===== src/rtl/pirq_router_pkg.sv =====
package pirq_router_pkg;
  localparam int LINE_N = 4;
  typedef logic [1:0] line_t;

  // pin rotated by the low slot bits onto the shared lines
  function automatic line_t swizzle(input logic [1:0] slot_lsb, input logic [1:0] pin);
    return line_t'(pin + slot_lsb);
  endfunction
endpackage


===== src/rtl/pirq_level_store.sv =====
module pirq_level_store
  import pirq_router_pkg::*;
#(
  parameter int NUM_DEV = 64,
  localparam int DEV_W = $clog2(NUM_DEV)
) (
  input  logic              clk_i,
  input  logic              rst_ni,
  input  logic              req_valid_i,
  input  logic [DEV_W-1:0]  req_dev_i,
  input  line_t             req_line_i,
  input  logic              req_level_i,
  output logic [LINE_N-1:0] line_level_o
);
  logic [LINE_N-1:0][NUM_DEV-1:0] vec_q;

  always_ff @(posedge clk_i or negedge rst_ni) begin
    if (!rst_ni) vec_q <= '0;
    else if (req_valid_i && (32'(req_dev_i) < NUM_DEV))
      vec_q[req_line_i][req_dev_i] <= req_level_i;
  end

  for (genvar p = 0; p < LINE_N; p++) begin : g_line
    assign line_level_o[p] = |vec_q[p];

    assert_hold_line_R2: assert property (@(posedge clk_i) disable iff (!rst_ni)
      (req_valid_i && req_line_i != line_t'(p)) |=> $stable(vec_q[p]));
  end

  assert_set_bit_R1: assert property (@(posedge clk_i) disable iff (!rst_ni)
    req_valid_i |=> vec_q[$past(req_line_i)][$past(req_dev_i)] == $past(req_level_i));
endmodule


===== src/rtl/pirq_cfg_regs.sv =====
module pirq_cfg_regs
  import pirq_router_pkg::*;
#(
  parameter int HOST_N     = 16,
  parameter int ROUTE_BASE = 'h60,
  parameter int TRIG_BASE  = 'h68,
  localparam int TRIG_BYTES = HOST_N / 8
) (
  input  logic                    clk_i,
  input  logic                    rst_ni,
  input  logic                    cfg_we_i,
  input  logic [7:0]              cfg_addr_i,
  input  logic [7:0]              cfg_wdata_i,
  output logic [7:0]              cfg_rdata_o,
  output logic [LINE_N-1:0][7:0]  route_o,
  output logic [HOST_N-1:0]       trig_o
);
  logic [LINE_N-1:0][7:0]     route_q;
  logic [TRIG_BYTES-1:0][7:0] trig_q;

  for (genvar p = 0; p < LINE_N; p++) begin : g_route
    always_ff @(posedge clk_i or negedge rst_ni) begin
      if (!rst_ni) route_q[p] <= 8'h80;
      else if (cfg_we_i && cfg_addr_i == 8'(ROUTE_BASE + p)) route_q[p] <= cfg_wdata_i;
    end

    assert_route_wr_R4: assert property (@(posedge clk_i) disable iff (!rst_ni)
      (cfg_we_i && cfg_addr_i == 8'(ROUTE_BASE + p)) |=> route_q[p] == $past(cfg_wdata_i));
  end

  for (genvar b = 0; b < TRIG_BYTES; b++) begin : g_trig
    always_ff @(posedge clk_i or negedge rst_ni) begin
      if (!rst_ni) trig_q[b] <= '0;
      else if (cfg_we_i && cfg_addr_i == 8'(TRIG_BASE + b)) trig_q[b] <= cfg_wdata_i;
    end

    assert_trig_wr_R8: assert property (@(posedge clk_i) disable iff (!rst_ni)
      (cfg_we_i && cfg_addr_i == 8'(TRIG_BASE + b)) |=> trig_q[b] == $past(cfg_wdata_i));
  end

  always_comb begin
    cfg_rdata_o = '0;
    for (int p = 0; p < LINE_N; p++)
      if (cfg_addr_i == 8'(ROUTE_BASE + p)) cfg_rdata_o = route_q[p];
    for (int b = 0; b < TRIG_BYTES; b++)
      if (cfg_addr_i == 8'(TRIG_BASE + b)) cfg_rdata_o = trig_q[b];
  end

  assign route_o = route_q;
  assign trig_o  = trig_q;
endmodule


===== src/rtl/pirq_steer.sv =====
module pirq_steer
  import pirq_router_pkg::*;
#(
  parameter int HOST_N = 16
) (
  input  logic [LINE_N-1:0]      line_level_i,
  input  logic [LINE_N-1:0][7:0] route_i,
  output logic [HOST_N-1:0]      host_o
);
  // out-of-range route values match no host input
  always_comb begin
    host_o = '0;
    for (int h = 0; h < HOST_N; h++)
      for (int p = 0; p < LINE_N; p++)
        if (line_level_i[p] && route_i[p] == 8'(h)) host_o[h] = 1'b1;
  end
endmodule


===== src/rtl/pirq_router.sv =====
module pirq_router
  import pirq_router_pkg::*;
#(
  parameter int NUM_DEV    = 64,
  parameter int SLOT_W     = 5,
  parameter int HOST_N     = 16,
  parameter int ROUTE_BASE = 'h60,
  parameter int TRIG_BASE  = 'h68,
  localparam int DEV_W = $clog2(NUM_DEV)
) (
  input  logic              clk_i,
  input  logic              rst_ni,
  input  logic              req_valid_i,
  input  logic [DEV_W-1:0]  req_dev_i,
  input  logic [SLOT_W-1:0] req_slot_i,
  input  logic [1:0]        req_pin_i,
  input  logic              req_level_i,
  input  logic              cfg_we_i,
  input  logic [7:0]        cfg_addr_i,
  input  logic [7:0]        cfg_wdata_i,
  output logic [7:0]        cfg_rdata_o,
  input  logic [SLOT_W-1:0] lkp_slot_i,
  input  logic [7:0]        lkp_pin_i,
  output logic [7:0]        lkp_line_o,
  output logic              lkp_valid_o,
  output logic [HOST_N-1:0] host_irq_o,
  output logic [HOST_N-1:0] trig_level_o
);
  logic [LINE_N-1:0]      line_level;
  logic [LINE_N-1:0][7:0] route;
  line_t                  req_line;

  assign req_line = swizzle(req_slot_i[1:0], req_pin_i);

  pirq_level_store #(.NUM_DEV(NUM_DEV)) u_store (
    .clk_i, .rst_ni, .req_valid_i, .req_dev_i,
    .req_line_i(req_line), .req_level_i, .line_level_o(line_level)
  );

  pirq_cfg_regs #(.HOST_N(HOST_N), .ROUTE_BASE(ROUTE_BASE), .TRIG_BASE(TRIG_BASE)) u_cfg (
    .clk_i, .rst_ni, .cfg_we_i, .cfg_addr_i, .cfg_wdata_i, .cfg_rdata_o,
    .route_o(route), .trig_o(trig_level_o)
  );

  pirq_steer #(.HOST_N(HOST_N)) u_steer (
    .line_level_i(line_level), .route_i(route), .host_o(host_irq_o)
  );

  always_comb begin
    lkp_valid_o = 1'b0;
    lkp_line_o  = '0;
    if (lkp_pin_i >= 8'd1 && lkp_pin_i <= 8'd4) begin
      lkp_valid_o = 1'b1;
      lkp_line_o  = route[swizzle(lkp_slot_i[1:0], 2'(lkp_pin_i - 8'd1))];
    end
  end

  assert_quiet_R3: assert property (@(posedge clk_i) disable iff (!rst_ni)
    (line_level == '0) |-> (host_irq_o == '0));

  assert_lookup_none_R9: assert property (@(posedge clk_i) disable iff (!rst_ni)
    (lkp_pin_i == 8'd0) |-> !lkp_valid_o);
endmodule


===== config.mk =====
export PLATFORM = sky130hd
export DESIGN_NAME = pirq_router
export DESIGN_NICKNAME = d
export VERILOG_FILES = /design/src/rtl/pirq_router_pkg.sv /design/src/rtl/pirq_level_store.sv /design/src/rtl/pirq_cfg_regs.sv /design/src/rtl/pirq_steer.sv /design/src/rtl/pirq_router.sv
export SDC_FILE = /design/constraint.sdc
export NUM_CORES = 1
export LEC_CHECK = 0
export ABC_AREA = 1
export BUFFER_PORTS_ARGS = -buffer_cell sky130_fd_sc_hd__buf_2
export CORE_MARGIN = 2
export CORE_UTILIZATION = 41
export DETAILED_ROUTE_END_ITERATION = 7
export PLACE_DENSITY_LB_ADDON = 0.25
export SLEW_MARGIN = 25
export SYNTH_ARGS = -nofsm -noshare
export SYNTH_HDL_FRONTEND = slang
export SYNTH_SLANG_ARGS = --single-unit

===== constraint.sdc =====
create_clock -name clk_i -period 2.2 [get_ports clk_i]
set_input_delay 0.44 -clock clk_i [delete_from_list [all_inputs] [get_ports clk_i]]
set_output_delay 0.44 -clock clk_i [all_outputs]
set_load 0.03 [all_outputs]

==> impl_results.md <==
* Worst R2R Setup Slack at 1340 ps
* Nets at between 2,000 and 2,500
* Overflow after GRT at 0
* Final cycle utilization of the critical path at 117.4%
* Most common cell in the synthesized netlist: nor2_1
* Num ports at 96
* Total Routing Usage GR at a little over a fifth
* Die X at a little under 200 µm
* Worst slew pin tran at 501.3 ps
* Clk pin slew, worst setup/hold paths at 60 ps
* Syn Nets at 2,180
* Violated checks: setup timing
* Routed vias at between 10,000 and 15,000
* Peak VDD IR at roughly 0.52 mV
* Initial Util at about two fifths
* Achievable Freq at 387.1 MHz
* Cells after synthesis at ~2,100
* Fraction of registers with async set/reset at 100.0%
* Cells after DPL at about 2,700
* Row cnt at 71
* Vias in the first global route at ~13,000
* Antenna violations before repair at 1
* R2R cell count at 3
* Slack of the critical path at -383.1 ps
* Final setup vio count at 16
* GPL Wtd Cong at about 0.93
* RSZ-0062 raised after global routing: true
* Design area at 18,620 µm²
* Final Max Slew Viols at 0
* Min-Delay Endpoint: u_store.vec_q[67]$_DFFE_PN0P_
* Cell Pwr Density at approximately 800 nW/µm²
* DR DRC count at 0
* RR Endpoint: u_cfg.route_o[2]$_DFFE_PN0P_
* Layout area overhead at 19.83%
* Post-DRT Antenna Nets at 0
* Yosys reg bits at between 300 and 400
* # port buffers at just under 90
* WL/cell at ~15 µm
* Final core utilization at between 40% and 50%
* CP required at 1760 ps
* CTS tree: done
* H-tree depth at 2
* Vias per cell at between 4 and 5
* Hold Path Depth at 3
* Pre-antenna DRT Iters at 5
* Pleak at 9.034 nW
* Clk root buf: clkbuf_16
* CP arrival at ~2100 ps
* Syn Area/Cell at about 7.3 µm²
* Post-route insts no fill at between 2,000 and 3,000
* Synth area leaders: dfrtp_1 (48%), nor2_1 (14%), nand2_1 (12%)
* Primary FF master, synth: dfrtp_1
* Iter 0 DRT Violations at approximately 870
* First-pass GRT wire length at 68,140 µm
* Final Hold Vio Count at 0
* Sequential cell area fraction in the yosys report at approximately half
* Max-Cap Viols at 0
* Clk buf depth at 3
* Clock latency on the worst-skew pair at 500 ps
* Critical path fanouts, max at 8
* Crit path launch type: register
* Synth Cell Area at about 16,000 µm²
* Die height at approximately 200 µm
* DP Wirelength at roughly 30,000 µm
* HP Class: in2reg
* Hold path start: req_level_i
* Pin count of the biggest net entering global routing at 69
* Core Footprint at 37,490 µm²
* Top cells by instance count after synthesis: nor2_1 (575), nand2_1 (476), dfrtp_1 (300)
* Worst hold margin at roughly 270 ps
* WL final at around 42,000 µm
* Rel. slew slack at between 60% and 70%
* Post-Route Skew at 0 ps
* Crit. End Element: output pin
* Clock buffer count from CTS at 35
* Die ar. at approximately 40,000 µm²
* YS warnings at 0
* Status: complete, but fails checks
* EDFF count, synth at 0
* Clock sinks at 304
* Ratio of cells with drive above 1 in the final layout at between 15 and 20%
* Synth top area share at 48.32%
* Synth area leader: dfrtp_1
* Crit path time final at between 2000 and 3000 ps
* Critical path class: reg2out
* Reg-to-Reg Start: u_cfg.route_o[2]$_DFFE_PN0P_
* Distinct cells, synth at 33
* Post-Place Cell Area at 16,890 µm²
-- per-stage QoR --
step           total power, mW  setup WS, ps  setup TNS [ps]
2_1_floorplan            7.830        -188.9          -377.9
3_3_place_gp             8.613        -62.31          -278.8
5_1_grt                  15.39        -486.4           -7318
6_report                 14.67        -383.1           -5439
3_5_place_dp             8.675        -20.45          -69.98
4_1_cts                  14.75        -392.1           -5646
-- routing by layer --
layer  part of all wire [%]  GRT usage, %
met5                      0             0
met4                    2.0         5.943
met3                    5.4         2.848
met2                     47         35.24
met1                     46         29.86
-- cells in the final DEF (no fill, tap or decap), types with 27 or more instances in the layout --
cell       instances
a21oi_1          129
buf_2             59
buf_4             53
clkbuf_16         39
dfrtp_1          294
inv_1            201
nand2_1          455
nand4_1           27
nor2_1           544
nor2_2            42
nor3_1            64
o21ai_0          163
-- state kept, by name, summed over array words and instances (netlist names) --
name / cells
u_cfg.route_o: 32
u_cfg.trig_o: 16
u_store.vec_q: 256
-- final cells by class --
cell class                      instances  area [µm²]
Antenna cell                            1       2.502
Sequential cell                       304        7620
Clock buffer                           46        1010
Clock inverter                         13       148.9
Tap cell                              511       639.4
Timing Repair Buffer                  161        1439
Multi-Input combinational cell       1537        6924
Inverter                              220       833.3
Fill cell                            3714       18870
-- power by group --
group          internal [mW]  leakage [nW]  switching [mW]
combinational          0.844          4.34            1.58
clock                   3.58         0.571            2.29
sequential              6.08          4.12           0.287
total                   10.5          9.03            4.16
-- cell families (layout without fill, tap and decap cells) --
family	Yosys count	in the layout	synth area share, %
simple gates	1197	1197	31.30
other cells	0	1	0
fa+ha+maj	2	2	0.1610
compound gates	333	333	11.23
buf+inv	290	440	7.981
xor+xnor	5	5	0.3303
flops	304	304	49.00
-- what timing repair did --
action | 4_1_cts | 5_1_grt
setup endpoints to repair | 19 | 32
cloned | 1 | 2
endpoints found under the hold margin | 33 | 0
buffers inserted | 1 | 11
hold buffers | 1 | 0
pin swaps | 23 | 29
resized for setup | 76 | 72
-- worst max-delay path: stages (launching register included) --
cell     delay, ps
dfrtp_1        380
nor2_1         100
nand2_1        110
nor2_2         170
nand2_2        120
nor2_4         140
nand2_4         90
buf_6          150
nand2_2         50
nand4_1        150
buf_6          180
-- worst max path at each step --
stage,from,end,cells past startpoint
after floorplan,lkp_slot_i[0],lkp_line_o[0],5
after detailed placement,u_store.vec_q[249]$_DFFE_PN0P_,host_irq_o[9],10
after global routing,u_store.vec_q[168]$_DFFE_PN0P_,host_irq_o[6],11
after global placement,u_store.vec_q[249]$_DFFE_PN0P_,host_irq_o[14],10
after CTS,u_store.vec_q[197]$_DFFE_PN0P_,host_irq_o[6],10
final,u_store.vec_q[187]$_DFFE_PN0P_,host_irq_o[14],10
Power figures use the tool's default switching activity.
